[config.mk]
export PLATFORM = sky130hd
export DESIGN_NAME = lane_serializer7
export DESIGN_NICKNAME = d
export VERILOG_FILES = /design/src/rtl/lsr_pkg.sv /design/src/rtl/lsr_slot_seq.sv /design/src/rtl/lsr_lane.sv /design/src/rtl/lsr_mode_ctl.sv /design/src/rtl/lane_serializer7.sv
export SDC_FILE = /design/constraint.sdc
export NUM_CORES = 1
export LEC_CHECK = 0
export BUFFER_PORTS_ARGS = -buffer_cell sky130_fd_sc_hd__buf_2
export CORE_ASPECT_RATIO = 1.5
export CORE_UTILIZATION = 54
export DETAILED_ROUTE_END_ITERATION = 7
export GPL_TIMING_DRIVEN = 0
export PLACE_DENSITY = 0.86
export SLEW_MARGIN = 40
export SYNTH_ARGS = -nofsm -noshare
export SYNTH_HDL_FRONTEND = slang
export SYNTH_SLANG_ARGS = --single-unit
export TNS_END_PERCENT = 100
[constraint.sdc]
create_clock -name clk -period 2.2 [get_ports clk]
set_input_delay 0.11 -clock clk [delete_from_list [all_inputs] [get_ports clk]]
set_output_delay 0.11 -clock clk [all_outputs]
set_load 0.03 [all_outputs]
[src/rtl/lsr_pkg.sv]
package lsr_pkg;
   typedef enum logic {
      MODE_DATA  = 1'b0,
      MODE_TRAIN = 1'b1
   } lsr_mode_e;
endpackage

[src/rtl/lsr_slot_seq.sv]
module lsr_slot_seq #(
   parameter int SLOTS = 7,
   localparam int SLOT_W = $clog2(SLOTS)
) (
   input  logic              clk,
   input  logic              rst_n,
   input  logic              pd_n,
   input  logic              slot_en,
   output logic [SLOT_W-1:0] slot_o,
   output logic              load_o,
   output logic              shift_o
);
   localparam logic [SLOT_W-1:0] LAST = SLOT_W'(SLOTS - 1);

   logic [SLOT_W-1:0] slot_q;
   logic              at_end;

   assign at_end  = (slot_q == LAST);
   assign load_o  = pd_n & slot_en & at_end;
   assign shift_o = pd_n & slot_en & ~at_end;
   assign slot_o  = slot_q;

   always_ff @(posedge clk or negedge rst_n) begin
      if (!rst_n)       slot_q <= LAST;
      else if (!pd_n)   slot_q <= LAST;
      else if (slot_en) slot_q <= at_end ? '0 : slot_q + 1'b1;
   end
endmodule

[src/rtl/lsr_lane.sv]
module lsr_lane #(
   parameter int SLOTS = 7
) (
   input  logic             clk,
   input  logic             rst_n,
   input  logic             pd_n,
   input  logic             load,
   input  logic             shift,
   input  logic [SLOTS-1:0] word_i,
   output logic             bit_o
);
   logic [SLOTS-1:0] sh_q;

   always_ff @(posedge clk or negedge rst_n) begin
      if (!rst_n)     sh_q <= '0;
      else if (!pd_n) sh_q <= '0;
      else if (load)  sh_q <= word_i;
      else if (shift) sh_q <= {sh_q[SLOTS-2:0], 1'b0};
   end

   assign bit_o = sh_q[SLOTS-1];
endmodule

[src/rtl/lsr_mode_ctl.sv]
module lsr_mode_ctl #(
   parameter int MIN_TRAIN = 4,
   localparam int TC_W = $clog2(MIN_TRAIN + 1)
) (
   input  logic clk,
   input  logic rst_n,
   input  logic pd_n,
   input  logic load,
   input  logic train_n,
   output logic done_o
);
   import lsr_pkg::*;

   lsr_mode_e         mode_q;
   logic [TC_W-1:0]   tcnt_q;
   logic              done_q;

   always_ff @(posedge clk or negedge rst_n) begin
      if (!rst_n) begin
         mode_q <= MODE_DATA;
         tcnt_q <= '0;
         done_q <= 1'b0;
      end else if (!pd_n) begin
         mode_q <= MODE_DATA;
         tcnt_q <= '0;
         done_q <= 1'b0;
      end else if (load) begin
         mode_q <= train_n ? MODE_DATA : MODE_TRAIN;
         if (mode_q == MODE_TRAIN) begin
            if (tcnt_q != TC_W'(MIN_TRAIN)) tcnt_q <= tcnt_q + 1'b1;
            if (tcnt_q >= TC_W'(MIN_TRAIN - 1)) done_q <= 1'b1;
         end else begin
            tcnt_q <= '0;
            if (!train_n) done_q <= 1'b0;
         end
      end
   end

   assign done_o = done_q;
endmodule

[src/rtl/lane_serializer7.sv]
module lane_serializer7 #(
   parameter int LANES     = 8,
   parameter int SLOTS     = 7,
   parameter int CLK_HI    = 4,
   parameter int MIN_TRAIN = 4,
   localparam int DPL  = SLOTS - 1,
   localparam int IN_W = LANES * DPL
) (
   input  logic             clk,
   input  logic             rst_n,
   input  logic             slot_en,
   input  logic             train_n,
   input  logic             pd_n,
   input  logic [IN_W-1:0]  data_i,
   input  logic [LANES-1:0] tag_i,
   output logic [LANES-1:0] ser_o,
   output logic             clk_lane_o,
   output logic             oe_o,
   output logic             train_done_o
);
   localparam int SLOT_W = $clog2(SLOTS);
   localparam logic [SLOTS-1:0] ALL1     = '1;
   localparam logic [SLOTS-1:0] NORM_PAT = ~(ALL1 >> CLK_HI);

   if (SLOTS < 3 || SLOTS > 32) begin : g_bad_slots
      $error("SLOTS out of range");
   end
   if (CLK_HI < 2 || CLK_HI > SLOTS - 2) begin : g_bad_clk_hi
      $error("CLK_HI must leave room to widen or narrow the clock");
   end
   if (LANES < 1 || MIN_TRAIN < 1) begin : g_bad_count
      $error("LANES and MIN_TRAIN must be positive");
   end

   logic [SLOTS-1:0]  train_clk_pat;
   logic [SLOT_W-1:0] slot_w;
   logic              load_w;
   logic              shift_w;
   logic [LANES:0]    lane_bit;
   logic [SLOTS-1:0]  clk_word;
   logic              oe_q;

   // A clock already high for most of the word widens by one slot in
   // calibration; a narrow one shrinks by one slot.
   if (2 * CLK_HI > SLOTS) begin : g_widen
      assign train_clk_pat = ~(ALL1 >> (CLK_HI + 1));
   end else begin : g_narrow
      assign train_clk_pat = ~(ALL1 >> (CLK_HI - 1));
   end

   lsr_slot_seq #(.SLOTS(SLOTS)) u_seq (
      .clk     (clk),
      .rst_n   (rst_n),
      .pd_n    (pd_n),
      .slot_en (slot_en),
      .slot_o  (slot_w),
      .load_o  (load_w),
      .shift_o (shift_w)
   );

   lsr_mode_ctl #(.MIN_TRAIN(MIN_TRAIN)) u_mode (
      .clk     (clk),
      .rst_n   (rst_n),
      .pd_n    (pd_n),
      .load    (load_w),
      .train_n (train_n),
      .done_o  (train_done_o)
   );

   for (genvar k = 0; k < LANES; k++) begin : g_lane
      logic [SLOTS-1:0] word;
      assign word = train_n ? {tag_i[k], data_i[k*DPL +: DPL]} : NORM_PAT;

      lsr_lane #(.SLOTS(SLOTS)) u_lane (
         .clk    (clk),
         .rst_n  (rst_n),
         .pd_n   (pd_n),
         .load   (load_w),
         .shift  (shift_w),
         .word_i (word),
         .bit_o  (lane_bit[k])
      );
   end

   assign clk_word = train_n ? NORM_PAT : train_clk_pat;

   lsr_lane #(.SLOTS(SLOTS)) u_clk_lane (
      .clk    (clk),
      .rst_n  (rst_n),
      .pd_n   (pd_n),
      .load   (load_w),
      .shift  (shift_w),
      .word_i (clk_word),
      .bit_o  (lane_bit[LANES])
   );

   always_ff @(posedge clk or negedge rst_n) begin
      if (!rst_n) oe_q <= 1'b0;
      else        oe_q <= pd_n;
   end

   assign oe_o       = oe_q;
   assign ser_o      = lane_bit[LANES-1:0] & {LANES{oe_q}};
   assign clk_lane_o = lane_bit[LANES] & oe_q;
endmodule

== Yosys cells after proc, flatten, opt, wreduce, memory -nomap -nowiden ==
Cells that the tools add are included.

* Bits in latches: 0
* Word-level logic and storage cells: 84
* Memory bits (writable): 0
* Bits in read-only memories: 0
* Bits of input ports: 61
* Output and inout port bits: 11
* Memories: 0
* Bits in registers: 72

* Multipliers: 0
* Multiplexer cells: 51
* Shift operators: 0
* $lt $le $gt $ge: 1
* Reduce and logical (&&, ||, !) cells: 2
* Div/mod/pow operators: 0
* Add/subtract/negate cells: 2
* Eq/ne operators: 8
* Bitwise operators: 6

{| class="wikitable"
|+ Operators with widths
! operator !! number
|-
| 7-bit two-way mux || 35
|-
| 3-bit two-way mux || 8
|-
| 3-bit inequality test, second input constant || 3
|-
| 8-bit bitwise AND || 1
|-
| 1-bit two-way mux || 8
|-
| 3-bit by 1-bit adder with 3-bit output, second input constant || 2
|-
| 1-bit bitwise AND || 4
|-
| 3-bit equality test, second input constant || 1
|-
| 3-bit by 2-bit greater-or-equal comparator with 1-bit output, second input constant || 1
|-
| 3-bit by 1-bit inequality test with 1-bit output, second input constant || 1
|-
| 3-bit by 2-bit inequality test with 1-bit output, second input constant || 1
|-
| 3-bit AND reduction || 1
|-
| 2-bit by 1-bit inequality test with 1-bit output, second input constant || 1
|-
| 2-bit inequality test, second input constant || 1
|-
| 2-bit AND reduction || 1
|-
| 1-bit inverter || 1
|}

== Longest topological paths before layout ==
* Word-level depth: 6
* Depth in mapped cells: 6
* Mapped depth without buffers: 5

== Cells and area by module ==
Synthesis repeated with hierarchy kept, for this count alone.

* Cells, all modules: 398
* Area total of the unflattened synthesis: 4551.9 sq um

{| class="wikitable"
|+ Modules (own cells, without submodules)
! module !! instances !! area each (sq um) !! seq. area each (sq um) !! cells each
|-
| lsr_lane || 9 || 399.1 || 175.2 || 30
|-
| lane_serializer7 || 1 || 476.7 || 25.0 || 75
|-
| lsr_mode_ctl || 1 || 321.6 || 125.1 || 34
|-
| lsr_slot_seq || 1 || 161.4 || 77.6 || 19
|}

== Least setup slack after synthesis ==
Ideal clock, no wire load.

* Path kind: reg-to-reg
* From: register u_seq.slot_q[1], in the netlist u_seq.slot_o[1]
* To: register u_mode.tcnt_q[1]
* Path buffers: 1
* Data arrival time: 1466 ps
* Path slack: 618 ps
* Stages on the path, launching flop included: 5
* Required time: 2084 ps
* Library setup time: 116 ps
* Clock period less this slack: 1582 ps
* Cell sequence: dfstp_2 buf_2 nand3b_1 or4_1 o311ai_0

* Longest elaborated chain between the ends: 4

{| class="wikitable"
|+ RTL lines
! item !! RTL line !! source
|-
| start, declared || lsr_slot_seq.sv:15 || <nowiki>logic [SLOT_W-1:0] slot_q;</nowiki>
|-
| start signal, assigned || lsr_slot_seq.sv:26 || <nowiki>else if (slot_en) slot_q <= at_end ? '0 : slot_q + 1'b1;</nowiki>
|-
| 3-bit equality test || lsr_slot_seq.sv:18 || <nowiki>assign at_end = (slot_q == LAST);</nowiki>
|-
| 1-bit bitwise AND || lsr_slot_seq.sv:19 || <nowiki>assign load_o = pd_n & slot_en & at_end;</nowiki>
|-
| 2-bit by 1-bit inequality test with 1-bit output (no source line) || - ||
|-
| 2-bit AND reduction (no source line) || - ||
|-
| end signal, assigned || lsr_mode_ctl.sv:30 || <nowiki>if (tcnt_q != TC_W'(MIN_TRAIN)) tcnt_q <= tcnt_q + 1'b1;</nowiki>
|-
| end, declared || lsr_mode_ctl.sv:15 || <nowiki>logic [TC_W-1:0] tcnt_q;</nowiki>
|}

No other way between the ends.
A chain may end at the register's enable or synchronous reset.

== Worst setup path in the final report ==
* From: register u_seq.slot_q[1], in the netlist u_seq.slot_o[1]
* To: register u_mode.done_q, in the netlist u_mode.done_o

* Longest elaborated chain between the ends: 4

{| class="wikitable"
|+ RTL lines
! item !! RTL line !! source
|-
| 3-bit equality test || lsr_slot_seq.sv:18 ||
|-
| 1-bit bitwise AND || lsr_slot_seq.sv:19 ||
|-
| 2-bit by 1-bit inequality test with 1-bit output (no source line) || - ||
|-
| 3-bit AND reduction (no source line) || - ||
|-
| end signal, assigned || lsr_mode_ctl.sv:22 || <nowiki>done_q <= 1'b0;</nowiki>
|-
| end signal, assigned || lsr_mode_ctl.sv:26 || <nowiki>done_q <= 1'b0;</nowiki>
|-
| end signal, assigned || lsr_mode_ctl.sv:31 || <nowiki>if (tcnt_q >= TC_W'(MIN_TRAIN - 1)) done_q <= 1'b1;</nowiki>
|-
| end, declared || lsr_mode_ctl.sv:16 || <nowiki>logic done_q;</nowiki>
|}

No other way between the ends.

==> metrics <==
share of the yosys chip area belonging to registers=0.519; layout cell share with drive strength beyond 1=0.225; Final Setup Violations=0; RD Place Congestion=approximately 0.82; area of the core=between 6000 and 7000 um2; num ports=72; dpl hpwl=5860 um; Tcrit/Tclk final=0.849; f_max=between 0.5 and 0.6 GHz; Antenna Nets Post-Route=0; WHS=-0.434 ps; RSZ-0062 raised after global routing=false; effective utilization at floorplan=0.556; worst hold path type=primary input to flop; Area Growth Syn to Fin=27.2%; synth unique cells=37; utilization after layout=0.707; Clock Latency Late Sink=between 300 and 400 ps; initial antenna violation count=0; ant diodes=0; Critical Path RT=around 2400 ps; DRC Markers=0; final critical-path required period=1870 ps; Slew headroom=0.614; Via Count=3034; CP endpoint kind=flop; Primary FF master, synth=dfrtp_1; Final Skew=roughly 9.9 ps; IO Port Bufs=70; largest net degree at the start of global routing=48; wire length per cell=~18 um; Post-synth EDFFs=0; fraction of registers with async set/reset=1.00; # Max-Cap Violations=0; Post-CTS Setup Inserts=0; Iteration-0 DRC Markers=around 260; Peak supply drop=roughly 0.72 mV; PD cells=approximately 730 nW/um2; CTS tree=done; leakage=just over 2 nW; Row Count=35; fin. max-slew vios=0; first-pass GRT wire length=14600 um; critical path class=flop to flop; grt ovf=0; Worst-path clk slew=70 ps; Die X=66.6 um; die footprint=~6600 um2; Synth Warn #=0; vias in the first global route=around 3000; root buf cell=clkbuf_8; critical-path maximum fanout=10; Tightest Pin Transition=579 ps; clock tree buffer depth=2; syn_area_per_cell=a little over 10 um2; status=complete, but fails checks; die outline height=between 90 and 100 um; Fin Setup TNS=0 ps; First-pass DRT Iterations=7; CTS HTree Levels=3; nets@finish=between 500 and 600; cts bufs inserted=9; post-synthesis cell area=around 3400 um2; violated checks=hold timing; Post-Route WL=about 9000 um; PostCTS Resize Cnt=0; GRT Total Usage=0.305; vias per inst=5.85; Mapped Cells=335; crit path DAT=about 2100 ps; Seq cells post-synth=70; final hold violations=1; CTS sink cnt=70; crit start category=flop; Mapped Nets=approximately 400
==> final timing paths <==
| path | startpoint | end | slack, ps | depth (start not counted) |
|---|---|---|---|---|
| max in group asynchronous | rst_n | u_seq.slot_o[1] | 1470 | 3 |
| worst min-delay path | data_i[37] | g_lane[6].u_lane.sh_q[1] | -0.4 | 2 |
| worst min register to register | g_lane[7].u_lane.sh_q[6] | g_lane[7].u_lane.sh_q[6] | 470 | 2 |
| worst max-delay path | u_seq.slot_o[1] | u_mode.done_o | 330 | 5 |
| worst max register to register | u_seq.slot_o[1] | u_mode.done_o | 330 | 5 |
| min in group asynchronous | rst_n | g_lane[4].u_lane.sh_q[6] | 160 | 2 |
==> synthesized netlist by cell type, types with 3 or more instances <==
library cell   n  area [um2]
a21oi_1        6        30.0
a221o_1       16         160
a22o_1         7        61.3
and2_1        27         169
buf_2          8        40.0
buf_6          3        33.8
clkbuf_1      17        63.8
dfrtp_1       68        1700
ha_1           3        37.5
inv_1          4        15.0
nand2_1       40         150
nor2_1        39         146
nor3b_1       32         240
o21ai_0        7        35.0
o31ai_1       13        97.6
o32ai_1       21         184
==> per-stage QoR <==
| stage | hold WS [ps] | cell area [um2] | worst slack [ps] | power, mW | instances |
|---|---|---|---|---|---|
| floorplan | -186 | 3380 | 618 | 1.78 | 335 |
| global placement | 278 | 3820 | 398 | 1.96 | 479 |
| detailed placement | -14.2 | 3860 | 355 | 1.99 | 480 |
| CTS | 0.370 | 4300 | 342 | 3.15 | 519 |
| global route | 14.4 | 4300 | 196 | 3.27 | 519 |
| finish | -0.434 | 4300 | 332 | 3.14 | 519 |
==> logic make-up after synthesis <==
group	synth area share
AND/OR/NAND/NOR	0.230
AO/OA/AOI/OAI	0.186
flip-flops	0.519
buffers and inverters	0.0485
adder cells (fa/ha/maj)	0.0111
multiplexers	0.00592
==> final cells by class <==
class                      count  area (um2)
timing repair buffer          94         614
clock buffer                  10         128
fill                         444        1780
sequential                    70        1750
clock inverter                 6        86.3
inverter                       4        15.0
multi-input combinational    231        1460
buffer                        30         149
tap                           74        92.6
==> worst max-delay path: stages, from the launching register on <==
cell and delay, ps:
dfstp_2 510, buf_2 150, nand3b_1 340, clkbuf_1 350, nor4_1 320, nor3_1 90
==> per-layer routing <==
| metal | track usage | part of all wire |
|---|---|---|
| met1 | 0.366 | 0.40 |
| met2 | 0.500 | 0.51 |
| met3 | 0.0544 | 0.052 |
| met4 | 0.182 | 0.034 |
| met5 | 0 | 0 |
==> power breakdown <==
part | internal [mW] | leakage, nW | switching [mW]
sequential | 1.38 | 0.938 | 0.0607
clock | 0.636 | 0.106 | 0.504
combinational | 0.229 | 0.967 | 0.331
total | 2.25 | 2.01 | 0.895
==> sequential cells by signal, indices dropped and copies added (netlist names) <==
signal	cells
u_mode.done_o	1
u_seq.slot_o	3
u_mode.mode_q	1
oe_o	1
u_clk_lane.sh_q	5
g_lane.u_lane.sh_q	56
u_mode.tcnt_q	3
==> layout by cell type (no fill, tap or decap), types with 2 or more instances in the layout <==
master         count
and2_1            27
dlygate4sd3_1     23
bufinv_16          2
clkbuf_8           9
clkbuf_1          18
ha_1               3
clkinv_2           2
inv_1              4
nand2_1           40
buf_6              4
a21oi_1            6
mux2i_1            2
o31ai_1           13
a221o_1           16
dfrtp_1           68
o32ai_1           21
dfstp_2            2
nor3b_1           32
nor2_1            39
o21ai_0            7
buf_2             77
a22o_1             7
nand3_1            2
==> repair_timing <==
action / CTS / global route
setup endpoints to repair: 0 / 0
hold buffers: 23 / 0
endpoints found under the hold margin: 90 / 0
(Power assumes the default switching activity.)
